`config.mk`:
```
export PLATFORM = sky130hd
export DESIGN_NAME = lane_align_unit
export DESIGN_NICKNAME = d
export VERILOG_FILES = /design/src/rtl/lane_align_pkg.sv /design/src/rtl/lane_misalign_check.sv /design/src/rtl/store_lane_pack.sv /design/src/rtl/load_lane_extract.sv /design/src/rtl/lane_align_unit.sv
export SDC_FILE = /design/constraint.sdc
export NUM_CORES = 1
export LEC_CHECK = 0
export ABC_AREA = 1
export BUFFER_PORTS_ARGS = -buffer_cell sky130_fd_sc_hd__buf_2
export CORE_ASPECT_RATIO = 0.9
export CORE_MARGIN = 5
export CORE_UTILIZATION = 45
export CTS_CLUSTER_DIAMETER = 100
export CTS_CLUSTER_SIZE = 30
export DETAILED_ROUTE_END_ITERATION = 10
export HOLD_SLACK_MARGIN = 0.05
export PLACE_DENSITY = 0.76
export SETUP_SLACK_MARGIN = 0.15
export SKIP_LAST_GASP = 1
export SYNTH_ARGS = -nofsm -noshare
export SYNTH_HDL_FRONTEND = slang
export SYNTH_SLANG_ARGS = --single-unit
```
`constraint.sdc`:
```
create_clock -name clk -period 2.3 [get_ports clk]
set_input_delay 0.23 -clock clk [delete_from_list [all_inputs] [get_ports clk]]
set_output_delay 0.23 -clock clk [all_outputs]
set_load 0.01 [all_outputs]
```
`src/rtl/lane_align_pkg.sv`:
```
package lane_align_pkg;

    localparam int unsigned BYTE_W = 8;

    typedef enum logic [1:0] {
        SZ_BYTE  = 2'b00,
        SZ_HALF  = 2'b01,
        SZ_WORD  = 2'b10,
        SZ_WORD2 = 2'b11
    } acc_size_e;

    function automatic logic is_byte(input logic [1:0] sz);
        return sz == SZ_BYTE;
    endfunction

    function automatic logic is_half(input logic [1:0] sz);
        return sz == SZ_HALF;
    endfunction

    function automatic logic is_word(input logic [1:0] sz);
        return sz[1];
    endfunction

endpackage

```
`src/rtl/lane_misalign_check.sv`:
```
module lane_misalign_check
    import lane_align_pkg::*;
#(
    parameter int unsigned OFF_W = 2
) (
    input  logic [1:0]       size_i,
    input  logic [OFF_W-1:0] off_i,
    output logic             misal_o
);

    logic half_bad;
    logic word_bad;

    always_comb begin
        half_bad = is_half(size_i) && off_i[0];
        word_bad = is_word(size_i) && (off_i != '0);
        misal_o  = half_bad || word_bad;
    end

endmodule

```
`src/rtl/store_lane_pack.sv`:
```
module store_lane_pack
    import lane_align_pkg::*;
#(
    parameter int unsigned WORD_W = 32
) (
    input  logic [1:0]               size_i,
    input  logic [$clog2(WORD_W/BYTE_W)-1:0] off_i,
    input  logic [WORD_W-1:0]        src_i,
    input  logic                     misal_i,
    output logic [WORD_W-1:0]        wdata_o,
    output logic [WORD_W/BYTE_W-1:0] be_o
);

    localparam int unsigned LANES = WORD_W / BYTE_W;
    localparam int unsigned OFF_W = $clog2(LANES);

    // Lane i counts from the most significant byte (big-endian offset i).
    for (genvar i = 0; i < LANES; i++) begin : g_lane
        localparam int unsigned HI    = WORD_W - 1 - i * BYTE_W;
        localparam int unsigned HSEL  = i / 2;
        localparam int unsigned HPART = i % 2;

        logic [BYTE_W-1:0] lane_data;
        logic              lane_hit;

        always_comb begin
            if (is_byte(size_i)) begin
                lane_data = src_i[BYTE_W-1:0];
                lane_hit  = (off_i == OFF_W'(i));
            end else if (is_half(size_i)) begin
                lane_data = (HPART == 0) ? src_i[2*BYTE_W-1:BYTE_W]
                                         : src_i[BYTE_W-1:0];
                lane_hit  = (off_i[OFF_W-1:1] == (OFF_W-1)'(HSEL));
            end else begin
                lane_data = src_i[HI -: BYTE_W];
                lane_hit  = 1'b1;
            end
        end

        assign wdata_o[HI -: BYTE_W] = lane_data;
        assign be_o[LANES-1-i]       = lane_hit && !misal_i;
    end

endmodule

```
`src/rtl/load_lane_extract.sv`:
```
module load_lane_extract
    import lane_align_pkg::*;
#(
    parameter int unsigned WORD_W = 32
) (
    input  logic [1:0]                       size_i,
    input  logic                             sext_i,
    input  logic [$clog2(WORD_W/BYTE_W)-1:0] off_i,
    input  logic [WORD_W-1:0]                mem_i,
    input  logic                             misal_i,
    output logic [WORD_W-1:0]                data_o
);

    localparam int unsigned LANES = WORD_W / BYTE_W;
    localparam int unsigned OFF_W = $clog2(LANES);
    localparam int unsigned HALF_W = 2 * BYTE_W;

    logic [BYTE_W-1:0] lane_b [LANES];

    for (genvar i = 0; i < LANES; i++) begin : g_split
        assign lane_b[i] = mem_i[WORD_W-1-i*BYTE_W -: BYTE_W];
    end

    logic [BYTE_W-1:0] byte_sel;
    logic [HALF_W-1:0] half_sel;
    logic [OFF_W-1:0]  half_hi_idx;
    logic [OFF_W-1:0]  half_lo_idx;

    always_comb begin
        half_hi_idx = {off_i[OFF_W-1:1], 1'b0};
        half_lo_idx = {off_i[OFF_W-1:1], 1'b1};
        byte_sel    = lane_b[off_i];
        half_sel    = {lane_b[half_hi_idx], lane_b[half_lo_idx]};

        if (misal_i) begin
            data_o = '0;
        end else if (is_byte(size_i)) begin
            data_o = {{(WORD_W-BYTE_W){sext_i & byte_sel[BYTE_W-1]}}, byte_sel};
        end else if (is_half(size_i)) begin
            data_o = {{(WORD_W-HALF_W){sext_i & half_sel[HALF_W-1]}}, half_sel};
        end else begin
            data_o = mem_i;
        end
    end

endmodule

```
`src/rtl/lane_align_unit.sv`:
```
module lane_align_unit
    import lane_align_pkg::*;
#(
    parameter int unsigned WORD_W = 32,
    localparam int unsigned LANES = WORD_W / BYTE_W,
    localparam int unsigned OFF_W = $clog2(LANES)
) (
    input  logic              clk,
    input  logic              rst_n,
    input  logic              st_req,
    input  logic [1:0]        st_size,
    input  logic [OFF_W-1:0]  st_off,
    input  logic [WORD_W-1:0] st_src,
    input  logic              ld_req,
    input  logic [1:0]        ld_size,
    input  logic              ld_sext,
    input  logic [OFF_W-1:0]  ld_off,
    input  logic [WORD_W-1:0] ld_mem,
    output logic              st_ack,
    output logic [WORD_W-1:0] st_wdata,
    output logic [LANES-1:0]  st_be,
    output logic              st_misal,
    output logic              ld_ack,
    output logic [WORD_W-1:0] ld_data,
    output logic              ld_misal
);

    typedef struct packed {
        logic              ack;
        logic              misal;
        logic [LANES-1:0]  be;
        logic [WORD_W-1:0] wdata;
    } st_stage_t;

    typedef struct packed {
        logic              ack;
        logic              misal;
        logic [WORD_W-1:0] data;
    } ld_stage_t;

    typedef struct packed {
        st_stage_t st;
        ld_stage_t ld;
    } stage_t;

    stage_t stage_d, stage_q;

    logic              st_misal_c, ld_misal_c;
    logic [WORD_W-1:0] st_wdata_c, ld_data_c;
    logic [LANES-1:0]  st_be_c;

    lane_misalign_check #(.OFF_W(OFF_W)) st_chk_i (
        .size_i (st_size),
        .off_i  (st_off),
        .misal_o(st_misal_c)
    );

    lane_misalign_check #(.OFF_W(OFF_W)) ld_chk_i (
        .size_i (ld_size),
        .off_i  (ld_off),
        .misal_o(ld_misal_c)
    );

    store_lane_pack #(.WORD_W(WORD_W)) st_pack_i (
        .size_i (st_size),
        .off_i  (st_off),
        .src_i  (st_src),
        .misal_i(st_misal_c),
        .wdata_o(st_wdata_c),
        .be_o   (st_be_c)
    );

    load_lane_extract #(.WORD_W(WORD_W)) ld_ext_i (
        .size_i (ld_size),
        .sext_i (ld_sext),
        .off_i  (ld_off),
        .mem_i  (ld_mem),
        .misal_i(ld_misal_c),
        .data_o (ld_data_c)
    );

    always_comb begin
        stage_d = '0;
        if (st_req) begin
            stage_d.st.ack   = 1'b1;
            stage_d.st.misal = st_misal_c;
            stage_d.st.be    = st_be_c;
            stage_d.st.wdata = st_wdata_c;
        end
        if (ld_req) begin
            stage_d.ld.ack   = 1'b1;
            stage_d.ld.misal = ld_misal_c;
            stage_d.ld.data  = ld_data_c;
        end
    end

    always_ff @(posedge clk) begin
        if (!rst_n) begin
            stage_q <= '0;
        end else begin
            stage_q <= stage_d;
        end
    end

    assign st_ack   = stage_q.st.ack;
    assign st_misal = stage_q.st.misal;
    assign st_be    = stage_q.st.be;
    assign st_wdata = stage_q.st.wdata;
    assign ld_ack   = stage_q.ld.ack;
    assign ld_misal = stage_q.ld.misal;
    assign ld_data  = stage_q.ld.data;

    // an accepted byte store enables exactly one lane
    a_r3_byte_one_lane: assert property (@(posedge clk) disable iff (!rst_n)
        (st_req && st_size == SZ_BYTE) |=> ($countones(st_be) == 1));

    // an aligned halfword store enables exactly two lanes
    a_r4_half_two_lanes: assert property (@(posedge clk) disable iff (!rst_n)
        (st_req && st_size == SZ_HALF && !st_off[0]) |=> ($countones(st_be) == 2));

    // a flagged store never enables any lane
    a_r6_misal_no_be: assert property (@(posedge clk) disable iff (!rst_n)
        st_misal |-> (st_be == '0));

    // a flagged load returns zero
    a_r6_misal_ld_zero: assert property (@(posedge clk) disable iff (!rst_n)
        ld_misal |-> (ld_data == '0));

    // aligned word load is a pass-through of the memory word
    a_r10_word_pass: assert property (@(posedge clk) disable iff (!rst_n)
        (ld_req && ld_size[1] && ld_off == '0) |=> (ld_data == $past(ld_mem)));

    // an idle store cycle leaves no enables behind
    a_r11_idle_st: assert property (@(posedge clk) disable iff (!rst_n)
        !st_req |=> (!st_ack && st_be == '0));

    // an idle load cycle leaves no result behind
    a_r11_idle_ld: assert property (@(posedge clk) disable iff (!rst_n)
        !ld_req |=> (!ld_ack && ld_data == '0));

endmodule

```
==> impl_results.md, run 1 <==
- Diodes inserted: 0
- Yosys cell types: 19
- Max Freq: 0.736 GHz
- Initial core utilization: 46.7%
- Area leader, netlist: dfxtp_1
- Leakage: 2.39 nW
- Hold_ws: 0.0977 ns
- Number of global-route vias before repair: 3124
- Gr usage total: 22.2%
- Synthesized area per cell: 6.75 sq um
- Largest net degree at the start of global routing: 27
- Critical path launch point type: input pin
- Routed WL: 9700 um
- Commonest non-fill, non-tap cells in the layout: buf_2, nand2_1, dfxtp_1
- CTS Sinks: 72
- Async SR Flop Fraction: 0%
- Most common cell after layout, fill and taps aside: buf_2
- Nets: 676
- Post-Syn Nets: 535
- Post_cts resized: 0
- Crit path time final: 1.36 ns
- Max Slew Vio Count: 0
- Remaining global-route overflow: 0
- Crit-path max FO: 24
- CP Capture Type: flop
- Power Total: 2.71 mW
- Die Y: 88.7 um
- Gpl congestion: 0.899
- Die width: 97.4 um
- Top cells by area, synth: dfxtp_1, nand2_1, a21oi_1
- Post-Syn Area: 0.00309 sq mm
- RSZ-0062 raised after global routing: no
- Share of cells above drive strength 1: 29.1%
- H-tree levels: 3
- Max-Cap Viols: 0
- CTS tree: done
- Yosys warns: 0
- Max IR drop VDD: 0.000593 V
- Hold-fix buffers at CTS: 0
- Postcts setup bufs: 0
- Slew @ Worst Pin: 0.619 ns
- Fillers: 631
- Max clock buf depth: 2
- Die area: 0.00863 sq mm
- Clock slew at reported path FFs: 0.07 ns
- Final Core Density: 61.5%
- Status: finished, final reports clean
- Data required time of the worst path: 2.56 ns
- Iter 0 DRT Violations: 196
- Initial antenna violation count: 0
- Prevailing post-synth register cell: dfxtp_1
- Hold Fails Final Rpt: 0
- Ports: 149
- DP Wirelength: 7450 um
- Placed Cells: 678
- Fin cells: 694
- Max-slew headroom: 58.7%
- Setup TNS: 0 ns
- WL/cell: 14.0 um
- Yosys reg bits: 72
- Initial DRT Pass Iterations: 5
- DR DRC count: 0
- CTS buffer count: 9
- PortBufs: 148
- Cells after Synth: 458
- # setup viols final: 0
- Syn-to-layout area delta: 31.7%
- Final ANT Viol Nets: 0
- Power density cells: 666 mW/mm^2
- Tcrit/Tclk final: 59.0%
- Top cell type's share of synthesized area: 46.6%
- First-pass GRT wire length: 15200 um
- Type of the worst setup path: in -> reg
- Vias per Instance: 4.86
- HP Class: in -> reg
- Row count: 28
- Number of synthesized flops with an enable pin: 0
- Total number of vias: 3376
- Root buffer cell: clkbuf_8
- Sequential share of the synthesized area: 46.6%
- CP Data Arrival Time: 1.62 ns
- CORE AREA: 0.00662 sq mm
==> layout make-up <==
| type | instances | area, sq um | area share [%] |
|---|---|---|---|
| Sequential cell | 72 | 1440 | 35.4 |
| Inverter | 70 | 263 | 6.45 |
| Multi-Input combinational cell | 295 | 1300 | 31.9 |
| Timing Repair Buffer | 151 | 763 | 18.7 |
| Tap cell | 90 | 113 | 2.76 |
| Clock inverter | 6 | 67.6 | 1.66 |
| Clock buffer | 10 | 128 | 3.13 |
==> worst max-delay path, cell delays in order <==
cell and delay (ns):
buf_2 0.17, inv_1 0.35, nand2_1 0.10, nand2_1 0.09, nand3_2 0.38, a21oi_1 0.29
==> where the power goes <==
part	total [mW]	switching (mW)	internal, mW	leakage [nW]
Sequential	1.30	0.0116	1.29	0.588
Combinational	0.417	0.260	0.157	1.71
Clock	0.992	0.487	0.505	0.0929
==> cells in the mapped netlist, types with 2 or more instances <==
cell type	count
nand2_1	146
a21oi_1	51
inv_2	4
o211ai_1	7
clkbuf_1	10
buf_2	10
nor2_1	33
inv_1	66
nand3_2	2
dfxtp_1	72
nand3_1	28
o21a_1	2
o21ai_0	20
nand2_2	2
==> path summary, 6_finish.rpt <==
| kind | start | endpoint | slack (ns) | depth (start not counted) |
|---|---|---|---|---|
| max | ld_off[0] | ld_data[25]$_SDFF_PP0_ | 0.94 | 6 |
| min | st_off[0] | st_be[3]$_SDFF_PN0_ | 0.1 | 2 |
==> logic make-up (layout without fill, tap and decap cells) <==
group / count (synthesis) / count (layout) / synth area share, %
compound gates: 81 / 81 / 13.9
simple gates: 214 / 214 / 28.0
buf+inv: 91 / 237 / 11.4
flops: 72 / 72 / 46.6
==> state kept, by name, indices dropped and copies added, names as in the netlist <==
| signal | flops |
|---|---|
| ld_data | 32 |
| st_ack | 1 |
| ld_misal | 1 |
| st_be | 4 |
| st_misal | 1 |
| ld_ack | 1 |
| st_wdata | 32 |
==> stage by stage <==
stage	area [sq um]	worst slack (ns)
6_report	4070	0.942
3_3_place_gp	3880	0.687
4_1_cts	4070	0.975
5_1_grt	4070	0.790
3_5_place_dp	3880	0.621
2_1_floorplan	3090	1.22
==> layer usage <==
metal  GRT usage (%)  vias to the layer above  share of wire (%)  wire [um]
met5               0                        -                  0          0
met4            5.53                        0               0.88         85
met3            7.64                       10                9.4        911
met2            36.5                      161                 47       4590
met1            28.3                     1508                 42       4110
li1                -                     1697                  -          -
Power figures use the tool's default switching activity.
==> run 2, diff against run 1 <==
- CORE_UTILIZATION: 45 -> 42
- PLACE_DENSITY: 0.76 -> 0.75
- clock period: 2.3 -> 1.21 ns (I/O delays scaled with it)
==> run 2 against run 1 <==
  * Sequential power increased by 91%
  * Combinational power increased by 120%
  * Sequential cell count unchanged
  * Total power increased by 93%
  * Clock power increased by 85%
  * Utilization increased by 1.1 points
  * Clock-buffer cell count increased by 2
==> impl_results.md, run 2 (synthesized netlist as in run 1, its figures left out) <==
- PortBufs: 148
- Remaining global-route overflow: 0
- Global Route met1 Usage: 28.9%
- Vias per Instance: 4.81
- Global routing's busiest layer: met2
- Initial antenna violation count: 0
- Met2 Usage GRT: 34.3%
- Gr usage total: 22.3%
- CTS Sinks: 72
- Gpl congestion: 0.896
- Die Y: 91.4 um
- Leakage: 2.57 nW
- First-pass GRT wire length: 16300 um
- CTS buffer count: 9
- # setup viols final: 0
- Max Freq: 0.996 GHz
- Critical path launch point type: input pin
- Crit path time final: 1.00 ns
- DR DRC count: 0
- Die width: 100 um
- Root buffer cell: clkbuf_8
- Die area: 0.00918 sq mm
- Power density cells: 1180 mW/mm^2
- Fillers: 668
- CTS tree: done
- Type of the worst setup path: in -> reg
- Power Total: 5.23 mW
- Met3 Usage GRT: 5.90%
- Slew @ Worst Pin: 0.432 ns
- Max clock buf depth: 2
- Post_cts resized: 0
- Status: finished, final reports clean
- Routed WL: 10500 um
- Hold_ws: 0.0660 ns
- Iter 0 DRT Violations: 248
- Max IR drop VDD: 0.000518 V
- Max-Cap Viols: 0
- Hold Fails Final Rpt: 0
- Diodes inserted: 0
- Most common cell after layout, fill and taps aside: buf_2
- Initial core utilization: 43.5%
- Max Slew Vio Count: 0
- Crit-path max FO: 2
- Data required time of the worst path: 1.42 ns
- Nets: 716
- Hold-fix buffers at CTS: 20
- CP Capture Type: flop
- Multi-input gate area in the final layout: 0.00130 sq mm
- Share of cells above drive strength 1: 29.9%
- DP Wirelength: 7860 um
- Ports: 149
- Initial DRT Pass Iterations: 5
- CORE AREA: 0.00711 sq mm
- Setup TNS: 0 ns
- Register area: 0.00144 sq mm
- Syn-to-layout area delta: 43.9%
- Row count: 29
- CP Data Arrival Time: 1.22 ns
- Total number of vias: 3538
- Final ANT Viol Nets: 0
- Largest net degree at the start of global routing: 30
- Max-slew headroom: 71.2%
- H-tree levels: 3
- HP Class: in -> reg
- WL/cell: 14.2 um
- Dpl ws: 0.0494 ns
- Final WS setup: 0.206 ns
- Commonest non-fill, non-tap cells in the layout: buf_2, nand2_1, dfxtp_1
- Number of global-route vias before repair: 3358
- Clock slew at reported path FFs: 0.07 ns
- Postcts setup bufs: 0
- Tcrit/Tclk final: 83.0%
- RSZ-0062 raised after global routing: no
## run 2: report_power, final
part	total [mW]	internal [mW]	switching, mW
clock	1.84	0.997	0.842
combinational	0.911	0.389	0.522
sequential	2.48	2.46	0.0243
total	5.23	3.84	1.39
## run 2: critical path, cell delays in order
cell,delay [ns]
dlygate4sd3_1,0.56
buf_2,0.14
nand2_1,0.09
nor2_1,0.06
a21oi_1,0.18
nor2_1,0.07
## run 2: cell type report
cell class,count,share of cell area [%]
sequential,72,32.4
multi-input combinational,295,29.2
timing repair buffer,191,25.7
inverter,70,5.91
clock buffer,12,3.26
tap,93,2.62
clock inverter,3,0.956
## run 2: path summary, 6_finish.rpt
kind / startpoint / to / slack, ns / cells after the start
hold / removal: st_src[9] / st_wdata[9]$_SDFF_PN0_ / 0.07 / 3
setup / recovery: st_src[6] / st_wdata[14]$_SDFF_PN0_ / 0.21 / 6
## run 2: per-layer routing
metal	share of wire (%)	vias to the layer above
li1	-	1779
met1	42	1556
met2	46	169
met3	8.8	34
met4	3.4	0
met5	0	-
## run 2: metrics by stage
stage	instances	instance area, sq um	utilization [%]
after global routing	736	4450	62.6
after global placement	699	4040	56.8
after CTS	734	4430	62.3
after floorplan	458	3090	-
after detailed placement	699	4040	56.8
final	736	4450	62.6
==> run 3, diff against run 2 <==
- clock period: 1.21 -> 0.86 ns (I/O delays scaled with it)
==> run 3 against run 2 <==
  * The run now ends with negative hold slack, negative setup slack left
  * Utilization increased by 15 points
  * Sequential power up 42%
  * Die area unchanged
  * Critical endpoint is now st_wdata[0]
  * Largest cell class is now buffers
==> impl_results.md, run 3 (synthesized netlist as in run 1, its figures left out) <==
- # setup viols final: 30
- Global routing's busiest layer: met2
- Total number of vias: 3958
- Max-slew headroom: 74.5%
- Power density cells: 1400 mW/mm^2
- Max clock buf depth: 2
- Fillers: 480
- Global Route met1 Usage: 30.1%
- Met3 Usage GRT: 5.82%
- Crit path buf inv count: 1
- Leakage: 2.91 nW
- Critical path's top delay family: flip-flops
- First-pass GRT wire length: 18000 um
- Clock slew at reported path FFs: 0.08 ns
- Remaining global-route overflow: 0
- CP Capture Type: output pin
- CTS tree: done
- Data required time of the worst path: 0.77 ns
- Multi-input gate area in the final layout: 0.00164 sq mm
- Max-Cap Viols: 0
- Iter 0 DRT Violations: 308
- Max Freq: 1.10 GHz
- Ports: 149
- Clock power share: 31.1%
- Slew @ Worst Pin: 0.378 ns
- Combinational Power Share: 23.1%
- DR DRC count: 0
- Type of the worst setup path: reg -> out
- Gpl congestion: 0.936
- Initial DRT Pass Iterations: 5
- Number of global-route vias before repair: 3711
- Die area: 0.00918 sq mm
- Switch share: 30.3%
- PortBufs: 148
- Placed Cells: 720
- Status: finished with violations
- Gr usage total: 24.1%
- Hold path cells: 3
- Most common cell after layout, fill and taps aside: nand2_1
- Die Y: 91.4 um
- P_sw: 2.33 mW
- Hold_ws: -0.00674 ns
- DP Wirelength: 7650 um
- CTS buffer count: 9
- Register area: 0.00150 sq mm
- H-tree levels: 3
- Nets: 749
- Crit path time final: 0.906 ns
- CP Data Arrival Time: 0.82 ns
- Power Total: 7.68 mW
- Dpl ws: -0.279 ns
- Largest net degree at the start of global routing: 29
- Max Slew Vio Count: 0
- Share of cells above drive strength 1: 51.7%
- Vias per Instance: 5.13
- CORE AREA: 0.00711 sq mm
- Fin cells: 771
- Row count: 29
- HP Class: in -> reg
- RSZ-0062 raised after global routing: yes
- Routed WL: 12800 um
- Crit-path max cell delay: 0.34 ns
- CTS Sinks: 72
- Initial antenna violation count: 1
- Crit-path max FO: 1
- WL/cell: 16.6 um
- Root buffer cell: clkbuf_8
- Initial core utilization: 43.5%
- Crit-path cells: buf_2
- Sequential power share: 45.9%
- Final WS setup: -0.0463 ns
- Final ANT Viol Nets: 0
- Commonest non-fill, non-tap cells in the layout: nand2_1, buf_2, inv_1
- Max IR drop VDD: 0.000899 V
- Hold Fails Final Rpt: 1
- Tcrit/Tclk final: 105%
- Critical path launch point type: flop
- Slowest-stage cell, CP: dfxtp_1
- CP Depth: 1
- P_int: 5.35 mW
- Die width: 100 um
- Violated checks: negative hold slack, negative setup slack
- Met2 Usage GRT: 38.7%
- Syn-to-layout area delta: 77.5%
## run 3: changes by cell type in the layout (fill, tap and decap cells not counted), moves of 6 or more
cell and delta:
dfxtp_1 -43, buf_4 +16, dfxtp_2 +43, a21oi_1 -23
nand2_2 +35, buf_6 +50, a21oi_2 +23, nand3_2 +12
inv_1 -7, nand2_4 +6, buf_2 -47, nand2_1 -41
nand3_1 -14
## run 3: area by class of cell
type	count	area share, %
Timing Repair Buffer	223	32.2
Multi-Input combinational cell	296	29.8
Sequential cell	72	27.2
Inverter	70	5.42
Clock buffer	10	2.32
Tap cell	93	2.12
Clock inverter	6	0.797
Antenna cell	1	0.0456
## run 3: final timing paths
check                                  start                       to
worst max-delay path  st_wdata[0]$_SDFF_PN0_              st_wdata[0]
worst min-delay path              st_src[10]  st_wdata[10]$_SDFF_PN0_
## run 3: layer usage
metal / up-vias / wire length [um]
li1: 1847 / -
met4: 0 / 687
met5: - / 0
met3: 75 / 998
met1: 1791 / 4790
met2: 245 / 6300
## run 3: power by group through the flow
| stage | clock (mW) | combinational (mW) | sequential (mW) |
|---|---|---|---|
| 6_report | 2.38 | 1.77 | 3.52 |
| 3_5_place_dp | 0 | 1.31 | 3.57 |
| 5_1_grt | 2.57 | 1.90 | 3.53 |
| 2_1_floorplan | 0 | 0.621 | 3.63 |
| 3_3_place_gp | 0 | 1.28 | 3.57 |
| 4_1_cts | 2.43 | 1.51 | 3.50 |
## run 3: per-stage QoR
stage / setup TNS, ns / utilization (%) / hold WS, ns / cell area (sq um)
final: -0.290 / 77.2 / -0.00674 / 5490
after global routing: -2.33 / 77.2 / 0.0131 / 5490
after CTS: -1.06 / 71.0 / 0.0000281 / 5050
after detailed placement: -8.55 / 60.8 / 0.286 / 4330
after global placement: -7.17 / 60.8 / 0.284 / 4330
after floorplan: 0 / - / 0.163 / 3270
## run 3: repair_timing
item | CTS | global route
setup buffers | 1 | 2
setup endpoints to repair | 103 | 122
hold buffers | 32 | 5
hold endpoints to repair | 33 | 11
gates resized for setup | 55 | 131
gates cloned | 1 | 0
pin swaps | 16 | 55
